==> config.mk <==
export PLATFORM = sky130hd
export DESIGN_NAME = gpio_port_regs
export DESIGN_NICKNAME = d
export VERILOG_FILES = /design/src/rtl/gpio_port_pkg.sv /design/src/rtl/gpio_addr_decode.sv /design/src/rtl/gpio_reg_bank.sv /design/src/rtl/gpio_pin_gate.sv /design/src/rtl/gpio_port_regs.sv
export SDC_FILE = /design/constraint.sdc
export NUM_CORES = 1
export LEC_CHECK = 0
export BUFFER_PORTS_ARGS = -buffer_cell sky130_fd_sc_hd__clkbuf_2
export CAP_MARGIN = 15
export CORE_ASPECT_RATIO = 1.2
export CORE_MARGIN = 4
export CORE_UTILIZATION = 45
export CTS_CLUSTER_SIZE = 12
export DETAILED_ROUTE_END_ITERATION = 7
export GPL_ROUTABILITY_DRIVEN = 0
export PLACE_DENSITY_LB_ADDON = 0.15
export SYNTH_ARGS = -nofsm -noshare
export SYNTH_HDL_FRONTEND = slang
export SYNTH_HIERARCHICAL = 1
export SYNTH_SLANG_ARGS = --single-unit
==> constraint.sdc <==
create_clock -name clk -period 5.09 [get_ports clk]
set_clock_uncertainty 0.05 [all_clocks]
set_input_delay 0.7635 -clock clk [delete_from_list [all_inputs] [get_ports clk]]
set_output_delay 0.7635 -clock clk [all_outputs]
set_load 0.05 [all_outputs]
==> src/rtl/gpio_port_pkg.sv <==
package gpio_port_pkg;

  localparam int unsigned NUM_REGS = 8;

  // Register slot = byte offset / 4; the order sets the address map.
  typedef enum logic [2:0] {
    SLOT_FUNC = 3'd0,
    SLOT_DATA = 3'd1,
    SLOT_DSET = 3'd2,
    SLOT_DCLR = 3'd3,
    SLOT_DIRS = 3'd4,
    SLOT_DIRC = 3'd5,
    SLOT_INEN = 3'd6,
    SLOT_MUX  = 3'd7
  } slot_e;

  typedef enum logic [1:0] {
    FAULT_NONE = 2'b00,
    FAULT_SIZE = 2'b01,
    FAULT_ADDR = 2'b10
  } fault_e;

  function automatic logic [31:0] or_in(logic [31:0] cur, logic [31:0] val);
    return cur | val;
  endfunction

  function automatic logic [31:0] knock_out(logic [31:0] cur, logic [31:0] val);
    return cur & ~val;
  endfunction

  function automatic logic [31:0] input_gate(logic [31:0] dir, logic [31:0] ien,
                                             logic [31:0] fen);
    return ~dir & ien & fen;
  endfunction

  function automatic logic [31:0] pick_bits(logic [31:0] sel, logic [31:0] a,
                                            logic [31:0] b);
    return (sel & a) | (~sel & b);
  endfunction

endpackage

==> src/rtl/gpio_addr_decode.sv <==
module gpio_addr_decode
  import gpio_port_pkg::*;
#(
  parameter int unsigned ADDR_W = 8
) (
  input  logic [ADDR_W-1:0] addr,
  input  logic              size4,
  input  logic              active,
  output fault_e            fault,
  output logic              hit,
  output slot_e             slot
);
  localparam logic [ADDR_W-1:0] LAST_OFF = ADDR_W'((NUM_REGS - 1) * 4);

  logic is_mux, aligned, in_range;

  assign is_mux   = (addr == LAST_OFF);
  assign aligned  = (addr[1:0] == 2'b00);
  assign in_range = (addr <= LAST_OFF);
  assign slot     = slot_e'(addr[4:2]);

  always_comb begin
    fault = FAULT_NONE;
    if (active) begin
      if (size4 != is_mux)           fault = FAULT_SIZE;
      else if (!aligned || !in_range) fault = FAULT_ADDR;
    end
  end

  assign hit = active && (fault == FAULT_NONE);
endmodule

==> src/rtl/gpio_reg_bank.sv <==
module gpio_reg_bank
  import gpio_port_pkg::*;
#(
  parameter int unsigned NPINS = 16,
  parameter int unsigned MUX_W = 32
) (
  input  logic             clk,
  input  logic             rst_n,
  input  logic             wr_en,
  input  slot_e            slot,
  input  logic [31:0]      wdata,
  output logic [NPINS-1:0] fen_q,
  output logic [NPINS-1:0] data_q,
  output logic [NPINS-1:0] dir_q,
  output logic [NPINS-1:0] ien_q,
  output logic [MUX_W-1:0] mux_q,
  output logic [NPINS-1:0] data_nxt,
  output logic [NUM_REGS-1:0] wr_fire,
  output logic             out_refresh,
  output logic [31:0]      rd_word
);
  logic [NPINS-1:0] wval, dir_nxt;

  assign wval = wdata[NPINS-1:0];

  for (genvar s = 0; s < NUM_REGS; s++) begin : g_fire
    assign wr_fire[s] = wr_en && (slot == slot_e'(s));
  end

  assign out_refresh = wr_fire[SLOT_DATA] | wr_fire[SLOT_DSET] |
                       wr_fire[SLOT_DCLR] | wr_fire[SLOT_DIRS];

  always_comb begin
    data_nxt = data_q;
    dir_nxt  = dir_q;
    if (wr_fire[SLOT_DATA]) data_nxt = wval;
    if (wr_fire[SLOT_DSET]) data_nxt = NPINS'(or_in(32'(data_q), 32'(wval)));
    if (wr_fire[SLOT_DCLR]) data_nxt = NPINS'(knock_out(32'(data_q), 32'(wval)));
    if (wr_fire[SLOT_DIRS]) dir_nxt  = NPINS'(or_in(32'(dir_q), 32'(wval)));
    if (wr_fire[SLOT_DIRC]) dir_nxt  = NPINS'(knock_out(32'(dir_q), 32'(wval)));
  end

  always_ff @(posedge clk) begin
    if (!rst_n) begin
      fen_q  <= '0;
      data_q <= '0;
      dir_q  <= '0;
      ien_q  <= '0;
      mux_q  <= '0;
    end else begin
      data_q <= data_nxt;
      dir_q  <= dir_nxt;
      if (wr_fire[SLOT_FUNC]) fen_q <= wval;
      if (wr_fire[SLOT_INEN]) ien_q <= wval;
      if (wr_fire[SLOT_MUX])  mux_q <= wdata[MUX_W-1:0];
    end
  end

  always_comb begin
    unique case (slot)
      SLOT_FUNC:                       rd_word = 32'(fen_q);
      SLOT_DATA, SLOT_DSET, SLOT_DCLR: rd_word = 32'(data_q);
      SLOT_DIRS, SLOT_DIRC:            rd_word = 32'(dir_q);
      SLOT_INEN:                       rd_word = 32'(ien_q);
      default:                         rd_word = 32'(mux_q);
    endcase
  end
endmodule

==> src/rtl/gpio_pin_gate.sv <==
module gpio_pin_gate
  import gpio_port_pkg::*;
#(
  parameter int unsigned NPINS = 16
) (
  input  logic             clk,
  input  logic             rst_n,
  input  logic             out_refresh,
  input  logic [NPINS-1:0] data_nxt,
  input  logic [NPINS-1:0] fen_q,
  input  logic [NPINS-1:0] dir_q,
  input  logic [NPINS-1:0] ien_q,
  input  logic [NPINS-1:0] pin_in,
  output logic [NPINS-1:0] in_gate,
  output logic [NPINS-1:0] pin_out,
  output logic [NPINS-1:0] in_val
);
  assign in_gate = NPINS'(input_gate(32'(dir_q), 32'(ien_q), 32'(fen_q)));

  for (genvar p = 0; p < NPINS; p++) begin : g_pin
    always_ff @(posedge clk) begin
      if (!rst_n) begin
        pin_out[p] <= 1'b0;
        in_val[p]  <= 1'b0;
      end else begin
        if (out_refresh && !ien_q[p]) pin_out[p] <= data_nxt[p];
        if (in_gate[p])               in_val[p]  <= pin_in[p];
      end
    end
  end
endmodule

==> src/rtl/gpio_port_regs.sv <==
module gpio_port_regs
  import gpio_port_pkg::*;
#(
  parameter int unsigned NPINS  = 16,
  parameter int unsigned ADDR_W = 8,
  parameter int unsigned MUX_W  = 32
) (
  input  logic              clk,
  input  logic              rst_n,
  input  logic [ADDR_W-1:0] bus_addr,
  input  logic              bus_size,
  input  logic              bus_wr,
  input  logic              bus_rd,
  input  logic [31:0]       bus_wdata,
  output logic [31:0]       bus_rdata,
  output logic [1:0]        bus_err,
  input  logic [NPINS-1:0]  pin_in,
  output logic [NPINS-1:0]  pin_out,
  output logic [NPINS-1:0]  in_val
);
  fault_e             fault;
  logic               hit;
  slot_e              slot;
  logic [NPINS-1:0]   fen_q, data_q, dir_q, ien_q, data_nxt, in_gate;
  logic [MUX_W-1:0]   mux_q;
  logic [NUM_REGS-1:0] wr_fire;
  logic               out_refresh;
  logic [31:0]        rd_word;

  gpio_addr_decode #(.ADDR_W(ADDR_W)) u_dec (
    .addr   (bus_addr),
    .size4  (bus_size),
    .active (bus_wr | bus_rd),
    .fault  (fault),
    .hit    (hit),
    .slot   (slot)
  );

  gpio_reg_bank #(.NPINS(NPINS), .MUX_W(MUX_W)) u_bank (
    .clk         (clk),
    .rst_n       (rst_n),
    .wr_en       (bus_wr & hit),
    .slot        (slot),
    .wdata       (bus_wdata),
    .fen_q       (fen_q),
    .data_q      (data_q),
    .dir_q       (dir_q),
    .ien_q       (ien_q),
    .mux_q       (mux_q),
    .data_nxt    (data_nxt),
    .wr_fire     (wr_fire),
    .out_refresh (out_refresh),
    .rd_word     (rd_word)
  );

  gpio_pin_gate #(.NPINS(NPINS)) u_pins (
    .clk         (clk),
    .rst_n       (rst_n),
    .out_refresh (out_refresh),
    .data_nxt    (data_nxt),
    .fen_q       (fen_q),
    .dir_q       (dir_q),
    .ien_q       (ien_q),
    .pin_in      (pin_in),
    .in_gate     (in_gate),
    .pin_out     (pin_out),
    .in_val      (in_val)
  );

  assign bus_err   = fault;
  assign bus_rdata = (bus_rd && hit) ? rd_word : 32'd0;
endmodule

# After elaboration in Yosys (flattened, before gate mapping)
# Index checks and enable logic that the tools add are counted.
[op_classes]
add_sub_neg = 0
shift = 0
n_reduce_logical = 51
div_mod_pow = 0
n_bitwise = 13
n_lt_le_gt_ge = 1
muxes = 10
n_mul = 0
eq_ne = 9
[ops]
columns = ["operator", "count"]
rows = [
  ["32-bit one-hot mux with 4 select lines", 1],
  ["16-bit 2-to-1 mux", 5],
  ["16-bit bitwise AND", 4],
  ["32-bit 2-to-1 mux", 1],
  ["16-bit NOT", 2],
  ["16-bit bitwise OR", 2],
  ["1-bit logical AND", 26],
  ["1-bit logical NOT", 18],
  ["3-bit == test, second input constant", 4],
  ["8-bit by 5-bit == test with 1-bit output, second input constant", 1],
  ["8-bit by 5-bit <= comparator with 1-bit output, second input constant", 1],
  ["3-bit by 2-bit == test with 1-bit output, second input constant", 2],
  ["2-bit 2-to-1 mux", 3],
  ["2-bit logical NOT", 2],
  ["1-bit bitwise OR", 4],
  ["3-bit by 1-bit == test with 1-bit output, second input constant", 1],
  ["3-bit logical NOT", 1],
  ["3-bit OR reduction", 1],
  ["2-bit nonzero test", 1],
  ["2-bit OR reduction", 1],
  ["1-bit bitwise AND", 1],
  ["1-bit logical OR", 1],
  ["1-bit inequality test", 1],
]
[word_totals]
word_cells = 121
latchBits = 0
out_inout_bits = 66
input_bits = 61
romBits = 0
regBits = 128
n_memories = 0
mem_bits_rw = 0

# Longest topological paths before layout
# Gate-level depths: netlist of the first run.
[depth]
ltp_word = 14
depth_mapped = 12
mapped_depth_nobuf = 9

# Modules after synthesis
# The synthesis of the first run kept the hierarchy.
[modules_own_cells]
columns = ["module", "cells_per_inst", "seq_area_each_um2", "instances", "area_per_inst_um2"]
rows = [
  ["gpio_reg_bank", 588, 1921.8, 1, 4428.0],
  ["gpio_pin_gate", 165, 640.6, 1, 1452.6],
  ["gpio_port_regs", 40, 0.0, 1, 282.8],
  ["gpio_addr_decode", 12, 0.0, 1, 85.1],
]

# Least setup slack after synthesis of the first run
# Ideal clock, no wire load.
[synth_timing]
path_kind = "input-to-output"
startpoint = "input port bus_addr[0]"
endpoint = "output port bus_err[0]"
path_slack_ns = 1.277
n_path_buf = 0
arrival_ns = 2.999
required_ns = 4.277
stages = 2
path_cell_list = "or4_4 -> o41ai_1"
[synth_via]
elab_chain_len = 4
[synth_rtl]
columns = ["item", "line", "text"]
rows = [
  ["start, declared", "gpio_port_regs.sv:10", "input logic [ADDR_W-1:0] bus_addr,"],
  ["8-bit by 5-bit == test with 1-bit output", "gpio_addr_decode.sv:17", "assign is_mux = (addr == LAST_OFF);"],
  ["1-bit inequality test", "gpio_addr_decode.sv:25", "if (size4 != is_mux) fault = FAULT_SIZE;"],
  ["2-bit 2-to-1 mux", "gpio_addr_decode.sv:25", ""],
  ["2-bit 2-to-1 mux", "gpio_addr_decode.sv:24", "if (active) begin"],
  ["end, declared", "gpio_port_regs.sv:16", "output logic [1:0] bus_err,"],
]
# No other way between the ends.

# Final worst setup path of the first run
[layout_timing]
startpoint = "input port bus_addr[3]"
endpoint = "output port bus_rdata[11]"
[layout_via]
elab_cells_between_ends = 22
cone_classes = "order compare (1); eq/ne (8); mux (5); reduce/logical (8)"
[layout_rtl]
columns = ["item", "line", "text"]
rows = [
  ["3-bit by 2-bit == test with 1-bit output, or another cell as far along", "gpio_reg_bank.sv:60", "unique case (slot)"],
  ["3-bit OR reduction or 2-bit OR reduction (tied branches)", "gpio_reg_bank.sv:60", ""],
  ["32-bit one-hot mux with 4 select lines *", "gpio_reg_bank.sv:60", ""],
  ["via rd_word[11]", "gpio_port_regs.sv:28", "logic [31:0] rd_word;"],
  ["32-bit 2-to-1 mux *", "gpio_port_regs.sv:71", "assign bus_rdata = (bus_rd && hit) ? rd_word : 32'd0;"],
  ["end, declared", "gpio_port_regs.sv:15", "output logic [31:0] bus_rdata,"],
]
# The timed path passes the listed nets; every way through them passes the cells marked *.

==> results.json, run 1 <==
{
  "setup_viol": 0,
  "grt_pass1_wl_mm": 28.7,
  "cts_htree_levels": 4,
  "netlist_instances": 799,
  "cts-root-buf": "clkbuf_16",
  "status": "finished clean",
  "total_leakage_power_nw": 2.95,
  "fmax_mhz": 278,
  "whs_path_depth": 2,
  "multi_input_area_sq_um": 3230,
  "grt_pass1_vias": 5772,
  "io_buffers": 126,
  "setup_tns_ns": 0,
  "final-seq-area_sq_um": 2560,
  "antenna_left": 0,
  "start_util_pct": 46.4,
  "fin_util_pct": 54.7,
  "worstPathArrival_ns": 2.78,
  "cts_resized": 0,
  "antenna_cells": 0,
  "drive_above_1_share_pct": 22.6,
  "core_sq_um": 13400,
  "post_cts_buffers": 0,
  "ff2ff_path_depth": 3,
  "finalCritPeriodShare_pct": 70.7,
  "drtPass1Iterations": 5,
  "drv_slew": 0,
  "wire_per_inst_um": 16.7,
  "cts_hold_buf": 0,
  "rsz0062_at_grt": "no",
  "fp.dieH_um": 137,
  "cts.sinks": 128,
  "wl_mm": 17.9,
  "hold_violations": 0,
  "route.detailed.drc": 0,
  "rows": 46,
  "setup.worst_path.class": "in2out",
  "syn2layout_area_growth_pct": 18.0,
  "grt_max_degree": 81,
  "syn-num-nets": 860,
  "power_per_cell_area_nw_per_um2": 311,
  "dieArea_sq_um": 15800,
  "clk_latency_ns": 0.42,
  "critPathCaptureType": "primary output",
  "fillers": 1300,
  "grt-ovfl-total": 0,
  "peakVddDrop_mv": 0.237,
  "routed_via_density": 5.39,
  "max_slew.worst_pin.slew_ns": 0.896,
  "cp-start-kind": "input port",
  "crit_fanout": 28,
  "vias": 5768,
  "ys_warn_count": 6,
  "hold_class": "reg2reg",
  "antenna_found_initial": 0,
  "cts_tree": "done",
  "slew_headroom_pct": 40.3,
  "cts_buffers": 17,
  "die_x_um": 115,
  "crit_required_ns": 4.28,
  "avgSynthCellArea_sq_um": 7.78,
  "cts_buffer_depth": 2,
  "maxCapViolCount": 0,
  "path_clk_slew_ns": 0.05,
  "finalNetCount": 951,
  "fin_crit_ns": 3.60,
  "hpwl_mm": 12.2,
  "io_pins": 127,
  "grtUsageTotal_pct": 23.2,
  "drt-initial-drc-count": 386,
  "syn_area_sq_um": 6220
}
## critical path, stage by stage
cell      delay [ns]
clkbuf_2        0.46
and2_1          0.66
o32ai_1         0.25
a21oi_1         0.18
and3_2          0.19
clkbuf_2        0.27
## layer usage
layer | share of wire, % | vias up | track usage, %
li1 | - | 2869 | -
met1 | 39 | 2658 | 26.2
met2 | 52 | 202 | 41.1
met3 | 5.3 | 39 | 4.56
met4 | 3.4 | 0 | 11.8
met5 | 0 | - | 0
## path summary, 6_finish.rpt
| kind | from | to | slack (ns) |
|---|---|---|---|
| worst max register to register | u_bank/ien_q[15] | u_pins/in_val[15] | 4.02 |
| worst max-delay path | bus_addr[3] | bus_rdata[11] | 1.49 |
| worst min register to register | u_bank/mux_q[25] | u_bank/mux_q[25] | 0.40 |
| worst min-delay path | u_bank/mux_q[25] | u_bank/mux_q[25] | 0.40 |
## final cells by class
| class | count | share of cell area [%] |
|---|---|---|
| Clock buffer | 26 | 6.80 |
| Sequential cell | 128 | 34.9 |
| Clock inverter | 6 | 0.750 |
| Multi-Input combinational cell | 587 | 44.0 |
| Tap cell | 168 | 2.86 |
| Timing Repair Buffer | 135 | 9.52 |
| Inverter | 21 | 1.16 |
## layout by cell type, fill, tap and decap left out, types with 2 or more instances in the layout
cell type and instances:
nand2_1 191, and3b_1 3, and2_1 35, inv_1 17
clkinv_2 6, a311oi_1 16, mux2i_1 31, a21oi_2 2
clkbuf_16 17, buf_4 9, o21ai_0 17, nand3_1 2
nand2b_1 4, and3_1 2, nor2b_1 39, a21oi_1 111
clkbuf_1 5, dfxtp_1 128, clkbuf_2 126, a22o_1 16
and3_2 32, clkbuf_8 4, inv_2 2, and2b_1 10
nor2_1 50, o32ai_1 16
## metrics by stage
stage	power (mW)	setup slack (ns)	hold WS [ns]	cell area, sq um	cells
2_1_floorplan	1.10	1.28	0.382	6220	799
3_3_place_gp	1.15	1.45	0.388	6780	1039
3_5_place_dp	1.15	1.38	0.393	6780	1039
4_1_cts	2.30	1.50	0.400	7340	1071
5_1_grt	2.35	1.34	0.420	7340	1071
6_report	2.28	1.49	0.399	7340	1071
## power by group
part           leakage [nW]  internal, mW  switching (mW)
combinational          1.65        0.0410          0.0883
clock                 0.278         0.719           0.427
sequential             1.03          1.00        0.000383
total                  2.95          1.76           0.515
Power figures use the tool's default switching activity.
==> run 2: changes to the inputs <==
Clock period 5.09 ns to 2.9 ns, I/O delays scaled along.
==> results.json, run 2 (synthesis gave the netlist of run 1 again) <==
{
  "status": "finished clean",
  "wl_mm": 18.0,
  "grt_max_degree": 81,
  "grtUsageTotal_pct": 23.5,
  "wire_per_inst_um": 16.6,
  "swShare_pct": 21.6,
  "cts_buffer_depth": 2,
  "crit_fanout": 19,
  "fillers": 1251,
  "cp-start-kind": "input port",
  "final_common_cell": "nand2_1",
  "drtPass1Iterations": 5,
  "seqPwrFrac_pct": 42.5,
  "hpwl_mm": 12.9,
  "route.detailed.drc": 0,
  "whs_path_depth": 3,
  "fmax_mhz": 366,
  "setup.worst_path.class": "in2out",
  "ff2ff_path_depth": 3,
  "crit_required_ns": 2.41,
  "finalNetCount": 964,
  "syn2layout_area_growth_pct": 26.3,
  "p_int_mw": 3.25,
  "start_util_pct": 46.4,
  "hold_class": "in2reg",
  "holdPathEnd": "u_bank/mux_q[28]",
  "clk_latency_ns": 0.41,
  "max_slew.worst_pin.slew_ns": 0.799,
  "wl_met1_mm": 6.97,
  "fp.dieH_um": 137,
  "cts.sinks": 128,
  "vias": 5858,
  "post_cts_buffers": 0,
  "core_sq_um": 13400,
  "path_clk_slew_ns": 0.05,
  "io_buffers": 126,
  "setup_tns_ns": 0,
  "power_per_cell_area_nw_per_um2": 528,
  "drive_above_1_share_pct": 23.7,
  "rows": 46,
  "io_pins": 127,
  "antenna_found_initial": 0,
  "final_cell_mix": "191 x nand2_1, 128 x dfxtp_1, 111 x a21oi_1",
  "cts_tree": "done",
  "cts_buffers": 17,
  "r2r_end": "u_pins/in_val[15]",
  "critPathCaptureType": "primary output",
  "reg2reg_setup_slack_ns": 1.77,
  "maxCapViolCount": 0,
  "slew_headroom_pct": 46.6,
  "total_leakage_power_nw": 3.13,
  "power_switching_uw": 897,
  "hold_violations": 0,
  "combPwrFrac_pct": 5.8,
  "worstPathArrival_ns": 2.25,
  "drv_slew": 0,
  "antenna_left": 0,
  "cts_htree_levels": 4,
  "route.met3.wl_um": 875,
  "rsz0062_at_grt": "no",
  "r2r_start": "u_bank/ien_q[15]",
  "grt_pass1_wl_mm": 29.2,
  "p_total_mw": 4.15,
  "drt-initial-drc-count": 390,
  "pwr-share-clk_pct": 51.8,
  "route.met2.wl_mm": 9.53,
  "antenna_cells": 0,
  "peakVddDrop_mv": 0.356,
  "grt_pass1_vias": 5929,
  "setup_viol": 0,
  "highest_layer": "met4",
  "die_x_um": 115,
  "fin_crit_ns": 2.73,
  "dieArea_sq_um": 15800,
  "finalCritPeriodShare_pct": 94.3,
  "routed_via_density": 5.41,
  "cts-root-buf": "clkbuf_16",
  "grt-ovfl-total": 0,
  "cts_hold_buf": 0,
  "hold_start": "bus_wdata[28]"
}
run 2: changes by cell type in the layout (fill, tap and decap cells not counted):
cell / change
clkbuf_2: -24
nor3_2: -1
buf_4: +12
clkbuf_8: -1
o41ai_2: +1
nor3_4: +1
o41ai_1: -1
bufinv_16: +2
buf_12: +25
clkinv_2: -2
run 2: timing repair:
action / CTS / global route
hold endpoints to repair: 0 / 0
endpoints found under the setup margin: 2 / 0
resized for setup: 1 / 0
run 2: worst max-delay path by stage:
stage	startpoint	end	slack, ns	cells past startpoint
3_3_place_gp	bus_addr[3]	bus_rdata[10]	0.06	6
4_1_cts	bus_addr[4]	bus_rdata[0]	0.19	7
2_1_floorplan	bus_addr[0]	u_pins/pin_out[10]	0.24	12
6_report	bus_addr[4]	bus_rdata[15]	0.17	7
3_5_place_dp	bus_addr[3]	bus_rdata[15]	0.02	6
5_1_grt	bus_addr[4]	bus_rdata[0]	0.06	7
run 2: layout make-up:
| type | count | area [sq um] | area share [%] |
|---|---|---|---|
| Clock buffer | 25 | 485 | 6.18 |
| Clock inverter | 6 | 105 | 1.34 |
| Inverter | 21 | 85.1 | 1.08 |
| Multi-Input combinational cell | 587 | 3240 | 41.2 |
| Sequential cell | 128 | 2560 | 32.6 |
| Tap cell | 168 | 210 | 2.68 |
| Timing Repair Buffer | 148 | 1170 | 14.9 |
run 2: worst max-delay path: stages:
cell      delay (ns)
clkbuf_2        0.16
buf_4           0.24
and2_1          0.63
o32ai_1         0.21
a21oi_1         0.21
and3_2          0.23
buf_12          0.14
run 2: per-stage QoR:
stage | area, sq um | setup WS, ns | util (%) | cells | hold WS (ns)
after floorplan | 6230 | 0.236 | - | 799 | 0.382
after global routing | 7860 | 0.0618 | 58.6 | 1083 | 0.186
after global placement | 7260 | 0.0587 | 54.1 | 1052 | 0.387
after CTS | 7860 | 0.193 | 58.6 | 1083 | 0.178
final | 7860 | 0.165 | 58.6 | 1083 | 0.191
after detailed placement | 7260 | 0.0191 | 54.1 | 1052 | 0.393
run 2: power groups by stage:
stage | Combinational, mW | Sequential [mW] | Clock [mW]
after floorplan | 0.130 | 1.80 | 0
after global placement | 0.231 | 1.80 | 0
after detailed placement | 0.235 | 1.80 | 0
after CTS | 0.238 | 1.76 | 2.18
after global routing | 0.261 | 1.76 | 2.26
final | 0.239 | 1.76 | 2.15
run 2: metal layers:
layer | track usage, % | up-vias
met5 | 0 | -
met3 | 4.82 | 45
li1 | - | 2895
met4 | 11.4 | 0
met1 | 26.3 | 2743
met2 | 42.1 | 175
